**src/rtl/intc_pkg.sv**
```systemverilog
// Shared constants for the two-level interrupt controller.
// Assumes exactly six sources; indices double as same-level priority order.
package intc_pkg;
    localparam int NUM_SRC  = 6;
    localparam int IDX_W    = $clog2(NUM_SRC);
    localparam int SRC_EXT0 = 0;
    localparam int SRC_TMR0 = 1;
    localparam int SRC_EXT1 = 2;
    localparam int SRC_TMR1 = 3;
    localparam int SRC_SER  = 4;
    localparam int SRC_TMR2 = 5;
    localparam int NUM_LATCHED = 4;
endpackage

```
**src/rtl/intc_cfg.sv**
```systemverilog
// Enable and priority registers with readback.
// Assumes the enable register is NSRC+2 bits: global at the top, one
// unimplemented bit below it that reads 0, per-source bits underneath.
module intc_cfg #(
    parameter int NSRC = intc_pkg::NUM_SRC,
    localparam int REG_W = NSRC + 2
) (
    input  logic             clk,
    input  logic             rst_n,
    input  logic             en_wr,
    input  logic [REG_W-1:0] en_wdata,
    input  logic             pri_wr,
    input  logic [NSRC-1:0]  pri_wdata,
    output logic [NSRC-1:0]  src_en,
    output logic             glb_en,
    output logic [NSRC-1:0]  pri_q,
    output logic [REG_W-1:0] en_rdata
);
    // Enable register: global and per-source bits; the spare bit is not stored.
    always_ff @(posedge clk) begin
        if (!rst_n) begin
            src_en <= '0;
            glb_en <= 1'b0;
        end else if (en_wr) begin
            src_en <= en_wdata[NSRC-1:0];
            glb_en <= en_wdata[REG_W-1];
        end
    end

    // Priority register: one level bit per source.
    always_ff @(posedge clk) begin
        if (!rst_n)      pri_q <= '0;
        else if (pri_wr) pri_q <= pri_wdata;
    end

    // Readback with the unimplemented bit forced low.
    assign en_rdata = {glb_en, 1'b0, src_en};
endmodule

```
**src/rtl/intc_flags.sv**
```systemverilog
// Request flag capture. External and timer-0/1 strobes set a flag that
// persists until the vector is taken; serial and timer-2 are level inputs
// owned and cleared elsewhere. Assumes strobes last one clock.
module intc_flags #(
    parameter int NSRC = intc_pkg::NUM_SRC,
    localparam int IDX_W = $clog2(NSRC),
    localparam int NLAT  = intc_pkg::NUM_LATCHED
) (
    input  logic             clk,
    input  logic             rst_n,
    input  logic [1:0]       ext_evt,
    input  logic [1:0]       tmr_ovf,
    input  logic             ser_req,
    input  logic             t2_ovf,
    input  logic             t2_ext,
    input  logic             ack_fire,
    input  logic [IDX_W-1:0] ack_idx,
    output logic [NSRC-1:0]  pend
);
    import intc_pkg::*;

    logic [NLAT-1:0] set_vec;
    logic [NLAT-1:0] flag_q;

    // Map strobes onto their source positions.
    always_comb begin
        set_vec           = '0;
        set_vec[SRC_EXT0] = ext_evt[0];
        set_vec[SRC_TMR0] = tmr_ovf[0];
        set_vec[SRC_EXT1] = ext_evt[1];
        set_vec[SRC_TMR1] = tmr_ovf[1];
    end

    for (genvar g = 0; g < NLAT; g++) begin : g_lat
        // Latched flag: a new strobe wins over a same-cycle clear.
        always_ff @(posedge clk) begin
            if (!rst_n)
                flag_q[g] <= 1'b0;
            else if (set_vec[g])
                flag_q[g] <= 1'b1;
            else if (ack_fire && ack_idx == IDX_W'(g))
                flag_q[g] <= 1'b0;
        end
    end

    // Pending vector: latched flags plus pass-through levels.
    always_comb begin
        pend                = '0;
        pend[NLAT-1:0]      = flag_q;
        pend[SRC_SER]       = ser_req;
        pend[SRC_TMR2]      = t2_ovf | t2_ext;
    end
endmodule

```
**src/rtl/intc_resolve.sv**
```systemverilog
// Priority resolution and nesting filter. Combinational only.
// Assumes a lower index wins among requests at one level.
module intc_resolve #(
    parameter int NSRC = intc_pkg::NUM_SRC,
    localparam int IDX_W = $clog2(NSRC)
) (
    input  logic [NSRC-1:0]  pend,
    input  logic [NSRC-1:0]  src_en,
    input  logic             glb_en,
    input  logic [NSRC-1:0]  pri_q,
    input  logic             svc_hi,
    input  logic             svc_lo,
    output logic             req,
    output logic [IDX_W-1:0] idx,
    output logic             hi,
    output logic             wake
);
    logic [NSRC-1:0] live;
    logic [NSRC-1:0] elig_hi;
    logic [NSRC-1:0] elig_lo;
    logic [NSRC-1:0] pick;

    // Masked requests split by level, then gated by in-service state.
    always_comb begin
        live    = pend & src_en & {NSRC{glb_en}};
        elig_hi = (svc_hi) ? '0 : (live & pri_q);
        elig_lo = (svc_hi || svc_lo) ? '0 : (live & ~pri_q);
        hi      = |elig_hi;
        pick    = hi ? elig_hi : elig_lo;
        req     = |pick;
        wake    = |live;
    end

    // Find-first-set: scan downward so the lowest index is left standing.
    always_comb begin
        idx = '0;
        for (int i = NSRC - 1; i >= 0; i--) begin
            if (pick[i]) idx = IDX_W'(i);
        end
    end
endmodule

```
**src/rtl/intc_svc.sv**
```systemverilog
// In-service level tracker. Return releases the high level first.
// Assumes a return and an acknowledge in one cycle act in that order.
module intc_svc (
    input  logic clk,
    input  logic rst_n,
    input  logic ack_fire,
    input  logic ack_hi,
    input  logic reti,
    output logic svc_hi,
    output logic svc_lo
);
    logic nxt_hi;
    logic nxt_lo;

    // Next-state: release on return, then mark the acknowledged level.
    always_comb begin
        nxt_hi = svc_hi;
        nxt_lo = svc_lo;
        if (reti) begin
            if (svc_hi) nxt_hi = 1'b0;
            else        nxt_lo = 1'b0;
        end
        if (ack_fire) begin
            if (ack_hi) nxt_hi = 1'b1;
            else        nxt_lo = 1'b1;
        end
    end

    // State register.
    always_ff @(posedge clk) begin
        if (!rst_n) begin
            svc_hi <= 1'b0;
            svc_lo <= 1'b0;
        end else begin
            svc_hi <= nxt_hi;
            svc_lo <= nxt_lo;
        end
    end
endmodule

```
**src/rtl/intc_two_level.sv**
```systemverilog
// Top of the two-level interrupt controller: config registers, flag
// capture, resolution and in-service tracking. Assumes the CPU acks
// only while irq_req is high; a stray ack is ignored.
module intc_two_level (
    input  logic       clk,
    input  logic       rst_n,
    input  logic [1:0] ext_evt,
    input  logic [1:0] tmr_ovf,
    input  logic       ser_req,
    input  logic       t2_ovf,
    input  logic       t2_ext,
    input  logic       en_wr,
    input  logic [7:0] en_wdata,
    input  logic       pri_wr,
    input  logic [5:0] pri_wdata,
    input  logic       irq_ack,
    input  logic       irq_reti,
    output logic       irq_req,
    output logic [2:0] irq_idx,
    output logic       irq_hi,
    output logic [1:0] svc_lvl,
    output logic [7:0] en_rdata,
    output logic [5:0] pri_rdata,
    output logic       wake
);
    import intc_pkg::*;

    logic [NUM_SRC-1:0] src_en;
    logic               glb_en;
    logic [NUM_SRC-1:0] pend;
    logic               svc_hi;
    logic               svc_lo;
    logic               ack_fire;

    assign ack_fire = irq_ack & irq_req;
    assign svc_lvl  = {svc_hi, svc_lo};

    intc_cfg #(.NSRC(NUM_SRC)) u_cfg (
        .clk(clk), .rst_n(rst_n),
        .en_wr(en_wr), .en_wdata(en_wdata),
        .pri_wr(pri_wr), .pri_wdata(pri_wdata),
        .src_en(src_en), .glb_en(glb_en),
        .pri_q(pri_rdata), .en_rdata(en_rdata)
    );

    intc_flags #(.NSRC(NUM_SRC)) u_flags (
        .clk(clk), .rst_n(rst_n),
        .ext_evt(ext_evt), .tmr_ovf(tmr_ovf), .ser_req(ser_req),
        .t2_ovf(t2_ovf), .t2_ext(t2_ext),
        .ack_fire(ack_fire), .ack_idx(irq_idx),
        .pend(pend)
    );

    intc_resolve #(.NSRC(NUM_SRC)) u_resolve (
        .pend(pend), .src_en(src_en), .glb_en(glb_en), .pri_q(pri_rdata),
        .svc_hi(svc_hi), .svc_lo(svc_lo),
        .req(irq_req), .idx(irq_idx), .hi(irq_hi), .wake(wake)
    );

    intc_svc u_svc (
        .clk(clk), .rst_n(rst_n),
        .ack_fire(ack_fire), .ack_hi(irq_hi), .reti(irq_reti),
        .svc_hi(svc_hi), .svc_lo(svc_lo)
    );
endmodule

```
**config.mk**
```make
export PLATFORM = sky130hd
export DESIGN_NAME = intc_two_level
export DESIGN_NICKNAME = d
export VERILOG_FILES = /design/src/rtl/intc_pkg.sv /design/src/rtl/intc_cfg.sv /design/src/rtl/intc_flags.sv /design/src/rtl/intc_resolve.sv /design/src/rtl/intc_svc.sv /design/src/rtl/intc_two_level.sv
export SDC_FILE = /design/constraint.sdc
export NUM_CORES = 1
export LEC_CHECK = 0
export ABC_CLOCK_PERIOD_IN_PS = 5000
export BUFFER_PORTS_ARGS = -buffer_cell sky130_fd_sc_hd__clkbuf_2
export CAP_MARGIN = 0
export CORE_UTILIZATION = 50
export DETAILED_ROUTE_END_ITERATION = 12
export PLACE_DENSITY = 0.83
export SLEW_MARGIN = 5
export SYNTH_ARGS = -nofsm -noshare
export SYNTH_HDL_FRONTEND = slang
export SYNTH_HIERARCHICAL = 1
export SYNTH_SLANG_ARGS = --single-unit
```
**constraint.sdc**
```tcl
create_clock -name clk -period 5 [get_ports clk]
set_clock_uncertainty 0.05 [all_clocks]
set_input_delay 1 -clock clk [delete_from_list [all_inputs] [get_ports clk]]
set_output_delay 1 -clock clk [all_outputs]
set_load 0.02 [all_outputs]
```
Word-level counts from Yosys, hierarchy flattened:

Index checks and enable logic that the tools add are counted.

* bitwise gates (word level): 7
* reduce and logical (&&, ||, !) cells: 13
* shift operators: 0
* mux-type cells: 24
* equal/unequal tests: 3
* div/mod/pow operators: 0
* $lt $le $gt $ge: 0
* add/subtract/negate cells: 0
* multiply operators: 0

Operators with widths (number)
* bitwise AND 6 bit: 4
* two-way mux 3 bit: 6
* two-way mux 6 bit: 3
* OR reduction 6 bit: 3
* two-way mux 1 bit: 15
* nonzero test 2 bit: 4
* equality test 3 x 2 -> 1 bit (second input constant): 2
* inverter 6 bit: 1
* logical AND 1 bit: 4
* equality test 3 x 1 -> 1 bit (second input constant): 1
* logical NOT 3 bit: 1
* bitwise AND 1 bit: 1
* logical OR 1 bit: 1
* bitwise OR 1 bit: 1

* input port bits: 27
* memories: 0
* bits in registers: 19
* output and inout bits: 22
* word-level logic and storage cells: 56
* RAM bits: 0
* latch bits: 0
* memory bits (read-only): 0

Depth between registers and ports, before layout:

Gate-level depths: netlist of run 1.

* word-level depth: 17
* mapped depth: 9
* mapped depth without buffers: 9

Hierarchy:

The synthesis of run 1 kept the hierarchy.

By module, submodules not included
* intc_cfg: cells an instance 51, seq. area each 260.2 um^2, instances 1, area each 563.0 um^2
* intc_resolve: cells an instance 51, seq. area each 0.0 um^2, instances 1, area each 300.3 um^2
* intc_flags: cells an instance 20, seq. area each 80.1 um^2, instances 1, area each 167.7 um^2
* intc_svc: cells an instance 9, seq. area each 40.0 um^2, instances 1, area each 83.8 um^2
* intc_two_level: cells an instance 3, seq. area each 0.0 um^2, instances 1, area each 21.3 um^2

Worst setup path before layout of run 1:

Ideal clock, no wire load.

* kind: input-to-output
* from: in t2_ext
* to: out irq_idx[1]
* path buffers: 0
* slack: 1016 ps
* arrival: 2934 ps
* stages on the path: 6
* required time: 3950 ps
* cell sequence: or2_2 -> and3_1 -> a22o_1 -> a211oi_4 -> a21oi_2 -> a2111oi_2

* longest elaborated chain between the ends: 12

Ends and longest elaborated chain
* start: declaration: RTL line intc_two_level.sv:11 `input logic t2_ext,`
* bitwise OR 1 bit *: RTL line intc_flags.sv:51 `pend[SRC_TMR2] = t2_ovf | t2_ext;`
* bitwise AND 6 bit * (2 in series): RTL line intc_resolve.sv:25 `live = pend & src_en & {NSRC{glb_en}};`
* bitwise AND 6 bit *: RTL line intc_resolve.sv:26 `elig_hi = (svc_hi) ? '0 : (live & pri_q);`
* two-way mux 6 bit *: RTL line intc_resolve.sv:26
* OR reduction 6 bit *: RTL line intc_resolve.sv:28 `hi = |elig_hi;`
* two-way mux 6 bit *: RTL line intc_resolve.sv:29 `pick = hi ? elig_hi : elig_lo;`
* two-way mux 3 bit (4 in series): RTL line intc_resolve.sv:38 `if (pick[i]) idx = IDX_W'(i);`
* two-way mux 3 bit *: RTL line intc_resolve.sv:38
* end: declaration: RTL line intc_two_level.sv:19 `output logic [2:0] irq_idx,`

Every way passes the cells marked *; elsewhere a longest branch is shown, timed or not.

Worst setup path after layout of run 1:

* from: in t2_ext
* to: out irq_idx[1]

* longest elaborated chain between the ends: 12

Ends and longest elaborated chain
* bitwise OR 1 bit *: RTL line intc_flags.sv:51
* via pend[5]: RTL line intc_two_level.sv:30 `logic [NUM_SRC-1:0] pend;`
* bitwise AND 6 bit * (2 in series): RTL line intc_resolve.sv:25
* bitwise AND 6 bit *: RTL line intc_resolve.sv:26
* two-way mux 6 bit *: RTL line intc_resolve.sv:26
* OR reduction 6 bit *: RTL line intc_resolve.sv:28
* two-way mux 6 bit *: RTL line intc_resolve.sv:29
* two-way mux 3 bit (4 in series): RTL line intc_resolve.sv:38
* two-way mux 3 bit *: RTL line intc_resolve.sv:38

Mark *: on every way through the listed nets, which the timed path passes. The rest lies on a longest branch.

==> summary.txt, run 1 <==
Detailed routing
  • Residual DRC: 0
  • Drt total wl: 2.46 mm
  • Avg WL per Cell: 12.5 µm
  • Via density: 5.41
  • Initial DRC count: 27
  • Via Count: 1066
  • Drt pass-1 iters: 4
  • Final ANT Viol Nets: 0

Worst setup path
  • RR Startpoint: u_svc/svc_hi$_SDFF_PN0_
  • CP arrival: 3.20 ns
  • Worst reg-to-reg setup slack: 2.47 ns
  • Worst Setup End Kind: primary output
  • Critical path peak fanout: 6
  • Worst EP required: 3.95 ns
  • Start point of the critical path: t2_ext
  • CP Class: input pin to primary output
  • Startpoint types: input pin

Clocking
  • CTS Hold Bufs: 0
  • Post-CTS Resized: 0
  • Clk_lat worst skew: 0.30 ns
  • CTS tree: done
  • CTS clk-pin slew, worst paths: 0.10 ns
  • CTS H-Tree Depth: 1
  • CTS sink cnt: 19
  • Max clock buf depth: 2
  • CTS Buf Count: 3
  • Post-CTS setup buffers: 0
  • Clock root cell: clkbuf_4

Logic synthesis
  • Post-Synthesis Cells: 134
  • Post-synth cell types: 35
  • Syn. warnings: 6
  • Ys flop type: dfxtp_1
  • Sequential area share after synthesis: 33.5%
  • Netlist Area Pre-Place: 1140 µm²
  • Largest cells by area after synthesis: dfxtp_1 (33%), mux2i_1 (11%), nor2b_1 (8.3%)
  • Yosys top cell area share: 33.5%
  • Post-synth EDFFs: 0
  • Async SR Flop Fraction: 0%
  • Register bit total from synthesis: 19
  • Syn Nets: 161
  • Syn Area/Cell: 8.48 µm²
  • Largest area contributor in the netlist: dfxtp_1

Placement
  • Placed Instance Area: 1290 µm²
  • Hpwl dp: 1.92 mm
  • # port buffers: 46
  • Routability Congestion: 0.800

Hold path
  • Hold path start: u_svc/svc_lo$_SDFF_PN0_
  • Worst hold path type: flip-flop to flip-flop

Layout
  • Area Overhead vs Synth: 15.9%
  • Share of cells above drive strength 1: 31.8%
  • Nets@finish: 198
  • Ant diodes: 0
  • Finished Cell Area: 1320 µm²

STA
  • RSZ-0062 raised after global routing: false
  • Actual slew at the worst max-slew pin: 0.588 ns
  • Min Clock Period, post-route: 4.25 ns
  • Final Hold Vio Count: 0
  • Setup_tns: 0 ns
  • Final worst path period share: 84.9%
  • Slew headroom: 60.7%
  • Final Max Slew Viols: 0
  • Final setup viols: 0
  • Max Fclk: 236 MHz

Die
  • Horiz. Die Dim: 49.7 µm
  • Starting Density: 55.6%
  • Core area: 2040 µm²
  • FP Rows: 16
  • Die Ht: 49.7 µm
  • Die ar.: 2470 µm²
  • I/O Pins: 49

Global routing
  • GRT Util Overall: 22.4%
  • Global route total overflow: 0
  • Largest net degree at the start of global routing: 21
  • Vias in the first global route: 952
  • Initial antenna violation count: 0
  • First-pass GRT wire length: 4.13 mm

Run
  • Max-Cap Viols: 0

Power
  • Power per cell area: 236 nW/µm²
  • Leakage: 0.651 nW
  • Max VDD drop: 0.000176 V

Outcome
  • Status: complete, no violations
## state kept, by name, summed over array words and instances (netlist names)
signal        flops
u_cfg/glb_en      1
u_cfg/pri_q       6
u_cfg/src_en      6
u_flags/pend      4
u_svc/svc_hi      1
u_svc/svc_lo      1
## final cells by class
class                   instances  area, µm²
repair buffers                 46        230
multi-input cells              98        634
fillers                       175        726
flip-flops and latches         19        380
inverters                       3       11.3
well taps                      27       33.8
clock buffers                   4       26.3
## placed cells by master (no fill, tap or decap), types with 3 or more instances in the layout
master	n
a21oi_1	4
clkbuf_2	46
mux2i_1	13
nand2_1	15
nand3_1	5
nor2_1	9
o21ai_0	5
dfxtp_1	19
a31oi_1	3
nand2b_1	3
inv_1	3
clkbuf_4	3
nor2b_1	15
## cell families after synthesis
logic type             synth area share [%]
AO/OA/AOI/OAI                          16.4
buffers and inverters                  10.7
multiplexers                           11.5
AND/OR/NAND/NOR                        27.6
flip-flops                             33.5
other                                 0.330
## synth_stat cells (all sizes together) (2+ instances only)
library cell and number:
a31oi 3, and2 2, dfxtp 19, nand2 15, a21oi 5, o21a 2
o22ai 2, nor2b 15, buf 14, mux2i 13, o32ai 2, o21ai 6
nand2b 3, inv 3, nand3 5, nand4 2, nor2 9
## final timing paths
| check | depth (start not counted) | endpoint |
|---|---|---|
| min reg2reg | 2 | u_svc/svc_lo$_SDFF_PN0_ |
| max reg2reg | 8 | u_flags/pend[2]$_SDFFE_PN0P_ |
| min | 2 | u_svc/svc_lo$_SDFF_PN0_ |
| max | 8 | irq_idx[1] |
## where the power goes
part           switching [mW]  internal [mW]  leakage [nW]  total [mW]
clock network          0.0482         0.0312        0.0150      0.0794
logic                  0.0345         0.0268         0.479      0.0613
registers             0.00945          0.160         0.157       0.170
total                  0.0922          0.218         0.651       0.310
## critical path, stage by stage
cell and delay [ns]:
clkbuf_2 0.08, or2_2 0.29, and3_1 0.21, a22o_1 0.26, a211oi_4 0.38, a21oi_2 0.10, a2111oi_2 0.60, clkbuf_2 0.27
## per-layer routing
metal	routed length, µm	GRT usage (%)	part of all wire [%]
met1	1070	25.7	43
met2	1210	37.8	49
met3	121	3.70	4.9
met4	59	14.8	2.4
met5	0	0	0
## per-stage QoR
stage	instances	total power, mW	hold slack [ns]	utilization [%]	worst slack (ns)
after global routing	197	0.327	0.532	64.5	0.680
after floorplan	134	0.217	0.448	-	1.02
final	197	0.310	0.508	64.5	0.755
after global placement	193	0.232	0.473	63.2	0.826
after CTS	197	0.313	0.508	64.5	0.773
after detailed placement	193	0.234	0.493	63.2	0.777
Note: power is estimated with default switching activity, not from simulation.
==> run 2: changes to the inputs <==
--- a/config.mk
+++ b/config.mk
@@ -5,12 +5,12 @@
 export SDC_FILE = /design/constraint.sdc
 export NUM_CORES = 1
 export LEC_CHECK = 0
-export ABC_CLOCK_PERIOD_IN_PS = 5000
+export ABC_CLOCK_PERIOD_IN_PS = 3700
 export BUFFER_PORTS_ARGS = -buffer_cell sky130_fd_sc_hd__clkbuf_2
 export CAP_MARGIN = 0
-export CORE_UTILIZATION = 50
+export CORE_UTILIZATION = 42
 export DETAILED_ROUTE_END_ITERATION = 12
-export PLACE_DENSITY = 0.83
+export PLACE_DENSITY = 0.75
 export SLEW_MARGIN = 5
 export SYNTH_ARGS = -nofsm -noshare
 export SYNTH_HDL_FRONTEND = slang
==> constraint.sdc (replaced) <==
create_clock -name clk -period 3.7 [get_ports clk]
set_clock_uncertainty 0.05 [all_clocks]
set_input_delay 0.74 -clock clk [delete_from_list [all_inputs] [get_ports clk]]
set_output_delay 0.74 -clock clk [all_outputs]
set_load 0.02 [all_outputs]
==> run 2 against run 1 <==
Net effect: first-iteration DRC count fell by 33%; utilization is 12 points lower; critical path depth is the same; highest routed layer unchanged.
==> summary.txt, run 2 (synthesized netlist as in run 1, its figures left out) <==
Detailed routing
  • Drt total wl: 2.46 mm
  • Drt pass-1 iters: 4
  • Avg WL per Cell: 12.3 µm
  • Residual DRC: 0
  • Via density: 5.07
  • Final ANT Viol Nets: 0
  • Initial DRC count: 18
  • Via Count: 1020

Die
  • Die Ht: 54.0 µm
  • Starting Density: 45.0%
  • Die ar.: 2920 µm²
  • I/O Pins: 49
  • FP Rows: 18
  • Core area: 2520 µm²
  • Horiz. Die Dim: 54.0 µm

Layout
  • Nets@finish: 199
  • Most common cell after layout, fill and taps aside: clkbuf_2
  • Non-filler cells, final: 201
  • # fillers: 245
  • Area Overhead vs Synth: 17.0%
  • Share of cells above drive strength 1: 32.7%
  • Commonest cells after routing, fill and taps aside: clkbuf_2 (46), dfxtp_1 (19), nor2b_1 (15), nand2_1 (15), mux2i_1 (13)
  • Ant diodes: 0

Placement
  • Routability Congestion: 0.857
  • Hpwl dp: 2.00 mm
  • DP Cell Count: 197
  • # port buffers: 46

Run
  • Max-Cap Viols: 0

Clocking
  • CTS clk-pin slew, worst paths: 0.11 ns
  • Max clock buf depth: 2
  • CTS tree: done
  • Post-CTS Resized: 0
  • CTS Hold Bufs: 0
  • CTS sink cnt: 19
  • Post-CTS setup buffers: 0
  • Clk_lat worst skew: 0.29 ns
  • CTS Buf Count: 3
  • CTS H-Tree Depth: 1
  • Clock root cell: clkbuf_4

Worst setup path
  • CP Class: input pin to primary output
  • Start point of the critical path: t2_ext
  • CP arrival: 2.70 ns
  • Slowest-stage cell, CP: a2111oi_2
  • RR Startpoint: u_svc/svc_hi$_SDFF_PN0_
  • Critical path peak fanout: 6
  • WP buf/inv: 2
  • Slowest stage delay, CP: 0.40 ns
  • Worst EP required: 2.91 ns
  • Startpoint types: input pin
  • Worst Setup End Kind: primary output
  • CP delay by family, top: compound AO/OA/AOI/OAI gates
  • Most common cell on crit path: clkbuf_2
  • Crit path cell chain: clkbuf_2 > or2_2 > and3_1 > a22o_1 > a211oi_4 > a21oi_2 > a2111oi_2 > clkbuf_2

STA
  • Max Fclk: 287 MHz
  • Min Clock Period, post-route: 3.49 ns
  • Final setup viols: 0
  • Setup_tns: 0 ns
  • Final worst path period share: 94.3%
  • Final Max Slew Viols: 0
  • RSZ-0062 raised after global routing: false
  • Final Hold Vio Count: 0

Power
  • Max VDD drop: 0.000264 V
  • Power per cell area: 312 nW/µm²
  • Leakage: 0.659 nW

Global routing
  • GRT Util Overall: 18.7%
  • Vias in the first global route: 935
  • Initial antenna violation count: 0
  • First-pass GRT wire length: 3.94 mm
  • Largest net degree at the start of global routing: 21
  • Global route total overflow: 0

Outcome
  • Status: complete, no violations

Hold path
  • Hold path start: u_svc/svc_lo$_SDFF_PN0_
  • Worst hold path type: flip-flop to flip-flop
## run 2: changes by cell type in the layout (fill, tap and decap cells not counted)
cell and change:
clkbuf_1 -1, clkinv_2 +1, buf_4 +1
## run 2: final cells by class
class	count	area [µm²]	area share [%]
Clock buffer	3	22.5	1.69
Clock inverter	1	5.00	0.377
Inverter	3	11.3	0.847
Multi-Input combinational cell	98	634	47.7
Sequential cell	19	380	28.6
Tap cell	30	37.5	2.82
Timing Repair Buffer	47	238	17.9
## run 2: report_power, final
part	total, mW	internal (mW)	switching (mW)
logic	0.0829	0.0365	0.0465
clock network	0.102	0.0401	0.0622
registers	0.229	0.216	0.0123
## run 2: through the flow
stage / hold slack (ns) / utilization (%) / cell area, µm² / total power, mW / setup slack (ns)
after floorplan: 0.448 / - / 1140 / 0.293 / 0.236
after global placement: 0.472 / 51.6 / 1300 / 0.314 / 0.240
after detailed placement: 0.500 / 51.6 / 1300 / 0.317 / 0.194
after CTS: 0.516 / 52.7 / 1330 / 0.417 / 0.191
after global routing: 0.542 / 52.7 / 1330 / 0.436 / 0.0639
final: 0.507 / 52.7 / 1330 / 0.414 / 0.211
## run 2: worst paths after layout
kind         depth (start not counted)  slack [ns]                      endpoint
min reg2reg                          2        0.51       u_svc/svc_lo$_SDFF_PN0_
max                                  8        0.21                    irq_idx[1]
max reg2reg                          8        1.23  u_flags/pend[2]$_SDFFE_PN0P_
min                                  2        0.51       u_svc/svc_lo$_SDFF_PN0_
## run 2: metal layers
| layer | GRT usage (%) | up-vias | share of wire [%] |
|---|---|---|---|
| met5 | 0 | - | 0 |
| met1 | 22.6 | 465 | 42 |
| met2 | 32.5 | 24 | 52 |
| li1 | - | 529 | - |
| met3 | 4.24 | 2 | 4.8 |
| met4 | 5.56 | 0 | 0.61 |
## run 2: worst reg2reg max path, delay by kind of cell (launching register included)
kind               cells  cell delay (ns)
AOI/OAI and AO/OA      5             1.07
and+or+nand+nor        3             0.74
DFF                    1             0.50
